**src/rtl/sba_pkg.sv**
```systemverilog
package sba_pkg;
    typedef enum logic [1:0] {
        SLOT_FREE = 2'd0,
        SLOT_SPEC = 2'd1,
        SLOT_HELD = 2'd2
    } slot_state_e;

    typedef enum logic {
        EP_RUN     = 1'b0,
        EP_BLOCKED = 1'b1
    } episode_e;
endpackage

```
**src/rtl/sba_slot.sv**
```systemverilog
module sba_slot
    import sba_pkg::*;
#(
    parameter int TAG_W = 2,
    parameter int IDX   = 0
) (
    input  logic             clk,
    input  logic             rst_n,
    input  logic             grant,
    input  logic             keep,
    input  logic             cmp_valid,
    input  logic [TAG_W-1:0] cmp_tag,
    output logic             avail,
    output logic             busy
);
    slot_state_e state_q, state_d;
    logic        cmp_hit;

    assign cmp_hit = cmp_valid && (cmp_tag == TAG_W'(IDX));

    always_ff @(posedge clk) begin
        if (!rst_n) state_q <= SLOT_FREE;
        else        state_q <= state_d;
    end

    always_comb begin
        state_d = state_q;
        unique case (state_q)
            SLOT_FREE: if (grant) state_d = SLOT_SPEC;
            SLOT_SPEC: state_d = keep ? SLOT_HELD : SLOT_FREE;
            SLOT_HELD: if (cmp_hit) state_d = grant ? SLOT_SPEC : SLOT_FREE;
            default:   state_d = SLOT_FREE;
        endcase
    end

    always_comb begin
        avail = (state_q == SLOT_FREE) || ((state_q == SLOT_HELD) && cmp_hit);
        busy  = (state_q != SLOT_FREE);
    end

    // lookup phase lasts one cycle; a plain hit goes back to the pool
    assert_hit_release_R2: assert property (@(posedge clk) disable iff (!rst_n)
        (state_q == SLOT_SPEC && !keep) |=> (state_q == SLOT_FREE));
    // a held buffer stays held until its completion arrives
    assert_held_until_done_R3: assert property (@(posedge clk) disable iff (!rst_n)
        (state_q == SLOT_HELD && !cmp_hit) |=> (state_q == SLOT_HELD));
    // grants land only on slots that can take them
    assert_grant_to_avail_R1: assert property (@(posedge clk) disable iff (!rst_n)
        grant |-> (state_q == SLOT_FREE || state_q == SLOT_HELD));
endmodule

```
**src/rtl/sba_pick.sv**
```systemverilog
module sba_pick #(
    parameter int NBUF  = 4,
    parameter int TAG_W = 2
) (
    input  logic [NBUF-1:0]  avail,
    input  logic             req,
    output logic [NBUF-1:0]  grant,
    output logic [TAG_W-1:0] tag,
    output logic             any
);
    always_comb begin
        tag   = '0;
        grant = '0;
        any   = |avail;
        for (int i = NBUF - 1; i >= 0; i--) begin
            if (avail[i]) tag = TAG_W'(i);
        end
        if (req && any) grant[tag] = 1'b1;
    end
endmodule

```
**src/rtl/spec_buf_alloc.sv**
```systemverilog
module spec_buf_alloc
    import sba_pkg::*;
#(
    parameter int NBUF  = 4,
    parameter int TAG_W = (NBUF > 1) ? $clog2(NBUF) : 1
) (
    input  logic             clk,
    input  logic             rst_n,
    input  logic             req_valid,
    input  logic             lkp_hit,
    input  logic             lkp_uncached,
    input  logic             lkp_unaligned,
    input  logic             cmp_valid,
    input  logic [TAG_W-1:0] cmp_tag,
    output logic             stall,
    output logic [TAG_W-1:0] alloc_tag,
    output logic             stall_start
);
    logic [NBUF-1:0] avail;
    logic [NBUF-1:0] busy;
    logic [NBUF-1:0] grant;
    logic            any_avail;
    logic            keep;
    episode_e        ep_q, ep_d;

    assign keep = !lkp_hit || lkp_uncached || lkp_unaligned;

    generate
        for (genvar g = 0; g < NBUF; g++) begin : g_slot
            sba_slot #(.TAG_W(TAG_W), .IDX(g)) u_slot (
                .clk       (clk),
                .rst_n     (rst_n),
                .grant     (grant[g]),
                .keep      (keep),
                .cmp_valid (cmp_valid),
                .cmp_tag   (cmp_tag),
                .avail     (avail[g]),
                .busy      (busy[g])
            );
        end
    endgenerate

    sba_pick #(.NBUF(NBUF), .TAG_W(TAG_W)) u_pick (
        .avail (avail),
        .req   (req_valid),
        .grant (grant),
        .tag   (alloc_tag),
        .any   (any_avail)
    );

    assign stall = req_valid && !any_avail;

    always_ff @(posedge clk) begin
        if (!rst_n) ep_q <= EP_RUN;
        else        ep_q <= ep_d;
    end

    always_comb begin
        ep_d        = ep_q;
        stall_start = 1'b0;
        unique case (ep_q)
            EP_RUN: begin
                if (stall) begin
                    ep_d        = EP_BLOCKED;
                    stall_start = 1'b1;
                end
            end
            EP_BLOCKED: if (!stall) ep_d = EP_RUN;
            default:    ep_d = EP_RUN;
        endcase
    end

    // a stall means every slot is occupied and nothing is granted
    assert_full_when_stalled_R6: assert property (@(posedge clk) disable iff (!rst_n)
        stall |-> ($countones(busy) == NBUF) && (grant == '0));
    // at most one buffer granted per cycle
    assert_single_grant_R1: assert property (@(posedge clk) disable iff (!rst_n)
        $onehot0(grant));
    // the episode pulse never lasts two cycles
    assert_start_pulse_R9: assert property (@(posedge clk) disable iff (!rst_n)
        stall_start |=> !stall_start);
    // pulse only while stalled
    assert_start_in_stall_R9: assert property (@(posedge clk) disable iff (!rst_n)
        stall_start |-> stall);
endmodule

```
**config.mk**
```make
export PLATFORM = sky130hd
export DESIGN_NAME = spec_buf_alloc
export DESIGN_NICKNAME = d
export VERILOG_FILES = /design/src/rtl/sba_pkg.sv /design/src/rtl/sba_slot.sv /design/src/rtl/sba_pick.sv /design/src/rtl/spec_buf_alloc.sv
export SDC_FILE = /design/constraint.sdc
export NUM_CORES = 1
export LEC_CHECK = 0
export BUFFER_PORTS_ARGS = -buffer_cell sky130_fd_sc_hd__clkbuf_2
export CAP_MARGIN = 10
export CORE_AREA = 2 2 39 41
export CTS_CLUSTER_SIZE = 12
export DETAILED_ROUTE_END_ITERATION = 8
export DIE_AREA = 0 0 41 43
export GPL_TIMING_DRIVEN = 0
export MAX_ROUTING_LAYER = met4
export PLACE_DENSITY = 0.49
export SYNTH_ARGS = -nofsm -noshare
export SYNTH_HDL_FRONTEND = slang
export SYNTH_SLANG_ARGS = --single-unit
```
**constraint.sdc**
```tcl
create_clock -name clk -period 1.2 [get_ports clk]
set_input_delay 0.12 -clock clk [delete_from_list [all_inputs] [get_ports clk]]
set_output_delay 0.12 -clock clk [all_outputs]
set_load 0.005 [all_outputs]
```
==> impl_metrics.toml, run 1 <==
[sta]
hold_viol = 0
worstMarginPinSlew_ns = 0.469
rsz0062_at_grt = "true"
relSlewSlack = 0.686
fin_crit_sh = 1.14
holdWs_ns = 0.140
drv_slew = 0
post-route-min-period_ns = 1.37
setup_viol = 5
clock_skew_ns = 0.00383
fmax_ghz = 0.730
fin_ws_ns = -0.169

[run]
cap_viol_max_count = 0

[yosys]
ys_top_cells_by_area = "dfxtp_1 (48%), and3_1 (8.4%), nor2_1 (7.0%)"
synth_cell_types = 17
synth_top_area_share = 0.483
synth_warnings = 0
netlist_area_um2 = 373
synth_cells = 42
syn_area_per_cell_um2 = 8.88
ys_seq_area_frac = 0.483
synth_seq_cells = 9
synth_fp_nets = 51
yosysTopAreaCell = "dfxtp_1"

[min_path]
hold_path.class = "in -> reg"

[critical_path]
cpPeakStageDelay_ns = 0.37
crit_path_max_fanout = 4
crit_required_ns = 1.08
slowest_stage = "dfxtp_4"
criticalPathCategory = "reg -> out"
cp_data_arrival_time_ns = 1.25
start_kind = "register"
worstSetupEndpointType = "output port"
crit_chain = "nor2_4 -> a31oi_4 -> nand2b_4 -> nor3_2 -> buf_2"

[die]
die_h_um = 43
rows = 14
initial_utilization = 0.269
io-pin-count = 13
core-area_um2 = 1380
fp.dieW_um = 41
dieArea_um2 = 1760

[cts]
clk_latency_ns = 0.26
cts.path.max_buffers = 2
cts_sinks = 9
postCtsHoldBufs = 0
cts.clk_slew.worst_paths_ns = 0.06
cts_root_buf = "clkbuf_4"
cts_tree = "yes"
htreeDepth = 1
cts_buffers = 3

[global_routing]
grt_max_degree = 8
antenna_found_initial = 0
grt-ovfl-total = 0
grt_pass1_wl_um = 1430
grt_pass1_vias = 337
track_usage = 0.128

[placement]
gp_congestion = 0.635
numPortBuffers = 12

[layout]
area_growth_pct = 55.7
drive_gt1_frac = 0.508
fillers = 128
final_common_cell = "clkbuf_2"
n_antenna_cell = 0
nets = 73
final_util = 0.420
layout_common_cells = "clkbuf_2 (10), dfxtp_1 (7), and3_1 (5), nor2_1 (5), o21ai_0 (4)"

[power_and_ir_drop]
leakagePower_nw = 0.276
ir_drop_mv = 0.474
p_per_area_nw_per_um2 = 1080

[drt]
first_pass_iters = 4
ant_nets = 0
vias_per_cell = 5.00
wl_um = 904
drc_errors = 0
wire_per_inst_um = 11.4
vias = 395
dr.first_iter.drc_count = 2

[run_status]
status = "complete, but fails checks"
violations = "negative setup slack"
==> critical path: cells and delay by family, from the launching register on <==
family,cells,cell delay (ns)
and+or+nand+nor,3,0.27
buffers and inverters,1,0.13
DFF,1,0.37
AOI/OAI and AO/OA,1,0.22
==> area by class of cell <==
| class | count | area (µm²) | share of cell area |
|---|---|---|---|
| clock buffer | 4 | 26.3 | 0.0453 |
| tap | 16 | 20.0 | 0.0345 |
| sequential | 9 | 185 | 0.319 |
| multi-input combinational | 33 | 240 | 0.414 |
| timing repair buffer | 17 | 109 | 0.187 |
==> flip-flops by register name, summed over array words and instances, names as in the netlist <==
name / flops
g_slot.u_slot.state_q: 8
ep_q: 1
==> where the power goes <==
group          internal (mW)  switching [mW]
Clock                  0.128           0.109
Combinational         0.0378          0.0402
Sequential             0.305         0.00604
Total                  0.471           0.155
==> cell usage after synthesis <==
| cell type | instances |
|---|---|
| a21oi_2 | 1 |
| o21ai_0 | 4 |
| nor3_1 | 1 |
| dfxtp_1 | 9 |
| or3b_1 | 1 |
| nand2b_1 | 1 |
| nand3_1 | 2 |
| nand4_2 | 1 |
| nor2_1 | 7 |
| a21oi_1 | 2 |
| and3_1 | 5 |
| a31oi_1 | 1 |
| a21o_1 | 2 |
| nand3b_1 | 1 |
| nor4bb_1 | 1 |
| nor3b_1 | 1 |
| nand2_1 | 2 |
==> per-stage QoR <==
stage                     instances  area, µm²  setup TNS (ns)  worst slack (ns)  power, mW
after global routing             79        581           -1.08            -0.240      0.662
after global placement           70        453          -0.307            -0.115      0.383
after floorplan                  42        373               0             0.129      0.352
final                            79        581          -0.652            -0.169      0.627
after detailed placement         70        453          -0.247           -0.0948      0.383
after CTS                        79        539          -0.739            -0.249      0.625
==> per-layer routing <==
layer | share of wire | routed length [µm] | track usage | vias to the layer above
li1 | - | - | - | 197
met1 | 0.44 | 399 | 0.153 | 183
met2 | 0.48 | 434 | 0.166 | 13
met3 | 0.062 | 56 | 0.0471 | 2
met4 | 0.013 | 12 | 0.100 | 0
met5 | 0 | 0 | - | -
==> path summary, 6_finish.rpt <==
| kind | start | to | slack [ns] | depth (start not counted) |
|---|---|---|---|---|
| setup / recovery | g_slot[2].u_slot.state_q[0]$_SDFFE_PN0P_ | stall_start | -0.17 | 5 |
| hold / removal | req_valid | g_slot[2].u_slot.state_q[0]$_SDFFE_PN0P_ | 0.14 | 3 |
| hold reg to reg | g_slot[1].u_slot.state_q[0]$_SDFFE_PN0P_ | g_slot[1].u_slot.state_q[1]$_SDFFE_PN0P_ | 0.54 | 2 |
| setup reg to reg | g_slot[2].u_slot.state_q[0]$_SDFFE_PN0P_ | g_slot[3].u_slot.state_q[0]$_SDFFE_PN0P_ | -0.08 | 8 |
==> repair_timing <==
action | CTS | global route
gates resized for setup | 7 | 11
buffers inserted | 5 | 0
setup endpoints to repair | 4 | 5
pin swaps | 6 | 4
hold endpoints to repair | 0 | 0
==> kinds of logic after synthesis <==
logic type / count (synthesis) / synth area share
flops: 9 / 0.483
compound gates: 10 / 0.161
simple gates: 23 / 0.356
(Power assumes the default switching activity.)
==> run 2: changes to the inputs <==
Settings changed: ABC_AREA set to 1, PLACE_DENSITY 0.49 to 0.56.
==> impl_metrics.toml, run 2 <==
[yosys]
ys.flop_type = "dfxtp_1"
yosysTopAreaCell = "dfxtp_1"
synth_fp_nets = 70
synthArstFlopShare = 0
netlist_area_um2 = 457
ys_top_cells_by_area = "dfxtp_1 (39%), nor3_2 (11%), inv_1 (9.0%)"
synth_seq_cells = 9
syn_area_per_cell_um2 = 7.49
synth_cells = 61
synth_cell_types = 14
yosysMostFrequentCell = "inv_1"
ys_top_cells_by_count = "inv_1 (11), dfxtp_1 (9), nand2_1 (9), nor2_1 (6)"
ys_seq_area_frac = 0.395
synth_top_area_share = 0.395
synth_edf_count = 0
synth_warnings = 0

[drt]
ant_nets = 0
first_pass_iters = 2
vias = 430
wire_per_inst_um = 9.04
dr.first_iter.drc_count = 1
vias_per_cell = 4.48
wl_met3_um = 41
wl_met2_um = 444
dr.max_layer_used = "met4"
wl_um = 868
wl_met1_um = 351
drc_errors = 0

[sta]
worstMarginPinSlew_ns = 0.176
setup_viol = 1
drv_slew = 0
fmax_ghz = 0.827
holdWs_ns = 0.0897
fin_ws_ns = -0.00851
fin_crit_sh = 1.01
rsz0062_at_grt = "true"
relSlewSlack = 0.883
hold_viol = 0
clock_skew_ns = 0.000642
post-route-min-period_ns = 1.21

[run_status]
violations = "negative setup slack"
status = "complete, but fails checks"

[power_and_ir_drop]
p_per_area_nw_per_um2 = 1010
leakagePower_nw = 0.268
ir_drop_mv = 0.481

[critical_path]
critPathTopFamily = "simple AND/OR/NAND/NOR gates"
crit_required_ns = 1.08
start_kind = "register"
cpPeakStageDelay_ns = 0.33
slowest_stage = "dfxtp_2"
crit_path_max_fanout = 6
crit_chain = "nand2_2 -> nand2_4 -> nand2_4 -> nor3_2 -> buf_2"
criticalPathCategory = "reg -> out"
cpMostUsedCell = "nand2_4"
timing.critical_path.buf_inv = 1
worstSetupEndpointType = "output port"
cp_data_arrival_time_ns = 1.09

[layout]
largest_register = "g_slot.u_slot.state_q"
n_antenna_cell = 0
reg_top3 = "g_slot.u_slot.state_q (8), ep_q (1)"
fillers = 159
area_growth_pct = 38.1
final_util = 0.456
drive_gt1_frac = 0.575
largest_register_ffs = 8
nets = 90
layout_common_cells = "clkbuf_2 (10), inv_1 (9)"
final_common_cell = "clkbuf_2"

[die]
dieArea_um2 = 1760
io-pin-count = 13
fp.dieW_um = 41
initial_utilization = 0.330
rows = 14
die_h_um = 43
core-area_um2 = 1380

[global_routing]
grt_pass1_wl_um = 1410
grt-ovfl-total = 0
track_usage = 0.126
antenna_found_initial = 0
grt_pass1_vias = 390
grt_max_degree = 7

[run]
cap_viol_max_count = 0

[cts]
cts_buffers = 3
postCtsHoldBufs = 0
clk_latency_ns = 0.26
cts_sinks = 9
cts.clk_slew.worst_paths_ns = 0.06
cts_tree = "yes"
cts.path.max_buffers = 2
htreeDepth = 1
cts_root_buf = "clkbuf_4"

[placement]
place_hpwl_um = 667
numPortBuffers = 12
gp_congestion = 0.707
dpl_worst_slack_ns = 0.191

[min_path]
hold_path.class = "in -> reg"
==> run 2: what timing repair did <==
action | 4_1_cts | 5_1_grt
setup buffers | 1 | 2
setup endpoints to repair | 4 | 4
pin swaps | 3 | 5
gates resized for setup | 9 | 10
==> run 2: routing by layer <==
layer,up-vias,GRT usage
met5,-,-
met4,0,0.120
met3,4,0.0314
met2,10,0.181
met1,188,0.131
li1,228,-
==> run 2: where the power goes <==
part | total (mW) | internal (mW) | switching, mW
sequential | 0.312 | 0.308 | 0.00391
combinational | 0.0951 | 0.0400 | 0.0551
clock | 0.232 | 0.128 | 0.104
==> run 2: worst reg2reg max path, cell delays in order, from the launching register on <==
cell and delay, ns:
dfxtp_2 0.33, nand2_2 0.06, nand2_4 0.08, nand2_4 0.08, buf_4 0.14, nor3_2 0.08
==> run 2: stage by stage <==
step	power, mW	cells	setup TNS, ns	instance area [µm²]
5_1_grt	0.678	96	-0.201	631
4_1_cts	0.636	94	-0.0601	592
2_1_floorplan	0.370	61	0	457
3_5_place_dp	0.401	89	0	537
6_report	0.640	96	-0.00851	631
3_3_place_gp	0.400	89	0	537
==> run 2: kinds of logic (layout without fill, tap and decap cells) <==
| group | after synthesis | in the layout | share of synthesized area |
|---|---|---|---|
| AND/OR/NAND/NOR | 32 | 32 | 0.414 |
| buffers and inverters | 13 | 32 | 0.107 |
| flip-flops | 9 | 9 | 0.395 |
| AO/OA/AOI/OAI | 7 | 7 | 0.0849 |
==> run 2: worst paths after layout <==
| path | from | end | slack (ns) | cells past startpoint |
|---|---|---|---|---|
| max reg2reg | g_slot[0].u_slot.state_q[1]$_SDFFE_PN0P_ | g_slot[2].u_slot.state_q[0]$_SDFFE_PN0P_ | 0.36 | 5 |
| min | rst_n | g_slot[2].u_slot.state_q[1]$_SDFFE_PN0P_ | 0.09 | 3 |
| max | g_slot[0].u_slot.state_q[1]$_SDFFE_PN0P_ | stall_start | -0.009 | 5 |
| min reg2reg | g_slot[3].u_slot.state_q[0]$_SDFFE_PN0P_ | g_slot[3].u_slot.state_q[0]$_SDFFE_PN0P_ | 0.52 | 3 |
==> run 2: area by class of cell <==
class / instances / area [µm²] / area share
inverter: 13 / 48.8 / 0.0774
clock buffer: 4 / 26.3 / 0.0417
tap: 16 / 20.0 / 0.0317
multi-input combinational: 39 / 267 / 0.423
timing repair buffer: 15 / 82.6 / 0.131
sequential: 9 / 186 / 0.296
==> run 3: changes to the inputs <==
--- a/config.mk
+++ b/config.mk
@@ -16,4 +16,5 @@
 export MAX_ROUTING_LAYER = met4
 export PLACE_DENSITY = 0.56
+export SLEW_MARGIN = 10
 export SYNTH_ARGS = -nofsm -noshare
 export SYNTH_HDL_FRONTEND = slang
==> constraint.sdc (replaced) <==
create_clock -name clk -period 1.2 [get_ports clk]
set_input_delay 0.18 -clock clk [delete_from_list [all_inputs] [get_ports clk]]
set_output_delay 0.18 -clock clk [all_outputs]
set_load 0.005 [all_outputs]
==> impl_metrics.toml, run 3 (synthesized netlist as in run 2, its figures left out) <==
[die]
initial_utilization = 0.330
fp.dieW_um = 41
die_h_um = 43
core-area_um2 = 1380
rows = 14
io-pin-count = 13
dieArea_um2 = 1760

[cts]
cts.clk_slew.worst_paths_ns = 0.06
cts.path.max_buffers = 2
cts_tree = "yes"
clk_latency_ns = 0.26
cts_buffers = 3
cts_sinks = 9
htreeDepth = 1
postCtsHoldBufs = 0
cts_root_buf = "clkbuf_4"

[power_and_ir_drop]
leakagePower_nw = 0.275
p_per_area_nw_per_um2 = 1020
ir_drop_mv = 0.483

[min_path]
whs_endpoint = "g_slot[2].u_slot.state_q[1]$_SDFFE_PN0P_"
hold_path.class = "in -> reg"
min_path_cells = 3
min-delay-start = "rst_n"

[layout]
nets = 92
drive_gt1_frac = 0.537
area_growth_pct = 36.4
largest_register_ffs = 8
design_area_um2 = 623
largest_register = "g_slot.u_slot.state_q"
final_common_cell = "inv_1"
layout_common_cells = "inv_1 (11), clkbuf_2 (9), nor2_1 (6), nand2_1 (6), nand2_2 (6)"
n_antenna_cell = 0
reg_top3 = "g_slot.u_slot.state_q (8), ep_q (1)"
final_util = 0.450

[placement]
gp_congestion = 0.707
place_hpwl_um = 667
numPortBuffers = 12
dpl_cell_area_um2 = 537

[sta]
fin_crit_sh = 1.06
holdWs_ns = 0.150
worstMarginPinSlew_ns = 0.176
rsz0062_at_grt = "true"
post-route-min-period_ns = 1.27
setup_tns_ns = -0.188
fmax_ghz = 0.789
hold_viol = 0
fin_ws_ns = -0.0669
clock_skew_ns = 0.00244
drv_slew = 0
setup_viol = 4
relSlewSlack = 0.883

[drt]
ant_nets = 0
wire_per_inst_um = 8.79
drc_errors = 0
vias_per_cell = 4.31
first_pass_iters = 2
dr.first_iter.drc_count = 5
vias = 422
wl_um = 861

[critical_path]
reg2reg_slack_ns = 0.17
crit_path_max_fanout = 3
reg2regPathDepth = 6
r2r-end = "ep_q$_SDFF_PN0_"
cp_data_arrival_time_ns = 1.09
start_kind = "register"
worstSetupEndpointType = "output port"
crit_required_ns = 1.02
r2r_start = "g_slot[0].u_slot.state_q[1]$_SDFFE_PN0P_"
criticalPathCategory = "reg -> out"

[run_status]
status = "complete, but fails checks"
violations = "negative setup slack"

[global_routing]
grt_max_degree = 6
grt_pass1_wl_um = 1460
grt_pass1_vias = 400
grt-ovfl-total = 0
track_usage = 0.130
antenna_found_initial = 0

[run]
cap_viol_max_count = 0
## run 3: changes by cell type in the layout (fill, tap and decap cells not counted), sizes merged
cell    before  now
buf          5    8
clkbuf      14   13
## run 3: area by class of cell
type / instances / area [µm²]
Sequential cell: 9 / 186
Timing Repair Buffer: 17 / 97.6
Inverter: 13 / 48.8
Multi-Input combinational cell: 39 / 244
Fill cell: 159 / 761
Clock buffer: 4 / 26.3
Tap cell: 16 / 20.0
## run 3: where the power goes
group,internal [mW],switching [mW]
registers,0.308,0.00322
logic,0.0402,0.0535
clock network,0.128,0.101
total,0.476,0.157
## run 3: metal layers
metal / track usage / share of wire / vias to the layer above
met3: 0.0314 / 0.039 / 2
li1: - / - / 231
met1: 0.131 / 0.44 / 181
met2: 0.194 / 0.50 / 8
met4: 0.120 / 0.022 / 0
met5: - / 0 / -
## run 3: how the worst max path moves through the flow
stage	end	slack [ns]	depth (start not counted)	startpoint
floorplan	stall_start	0.32	4	g_slot[3].u_slot.state_q[1]$_SDFFE_PN0P_
global placement	stall_start	0.08	8	cmp_tag[0]
detailed placement	stall_start	0.07	8	cmp_tag[0]
CTS	stall_start	-0.09	5	g_slot[3].u_slot.state_q[1]$_SDFFE_PN0P_
global route	stall	-0.15	5	g_slot[3].u_slot.state_q[1]$_SDFFE_PN0P_
finish	stall_start	-0.07	5	g_slot[3].u_slot.state_q[1]$_SDFFE_PN0P_
## run 3: repair_timing
item / 4_1_cts / 5_1_grt
setup endpoints to repair: 4 / 4
buffers inserted: 2 / 3
gates cloned: 0 / 0
gates resized for setup: 10 / 3
pin swaps: 5 / 3
hold endpoints to repair: 0 / 0
## run 3: through the flow
| step | worst slack [ns] | instances | total power, mW |
|---|---|---|---|
| finish | -0.0669 | 98 | 0.634 |
| global placement | 0.0797 | 89 | 0.400 |
| CTS | -0.0889 | 95 | 0.637 |
| detailed placement | 0.0709 | 89 | 0.401 |
| floorplan | 0.319 | 61 | 0.370 |
| global route | -0.154 | 98 | 0.676 |
## run 3: critical path, stage by stage, from the launching register on
cell and delay, ns:
dfxtp_2 0.35, nand2_2 0.06, nand2_2 0.08, nand3_2 0.11, nor3_2 0.11, buf_2 0.13
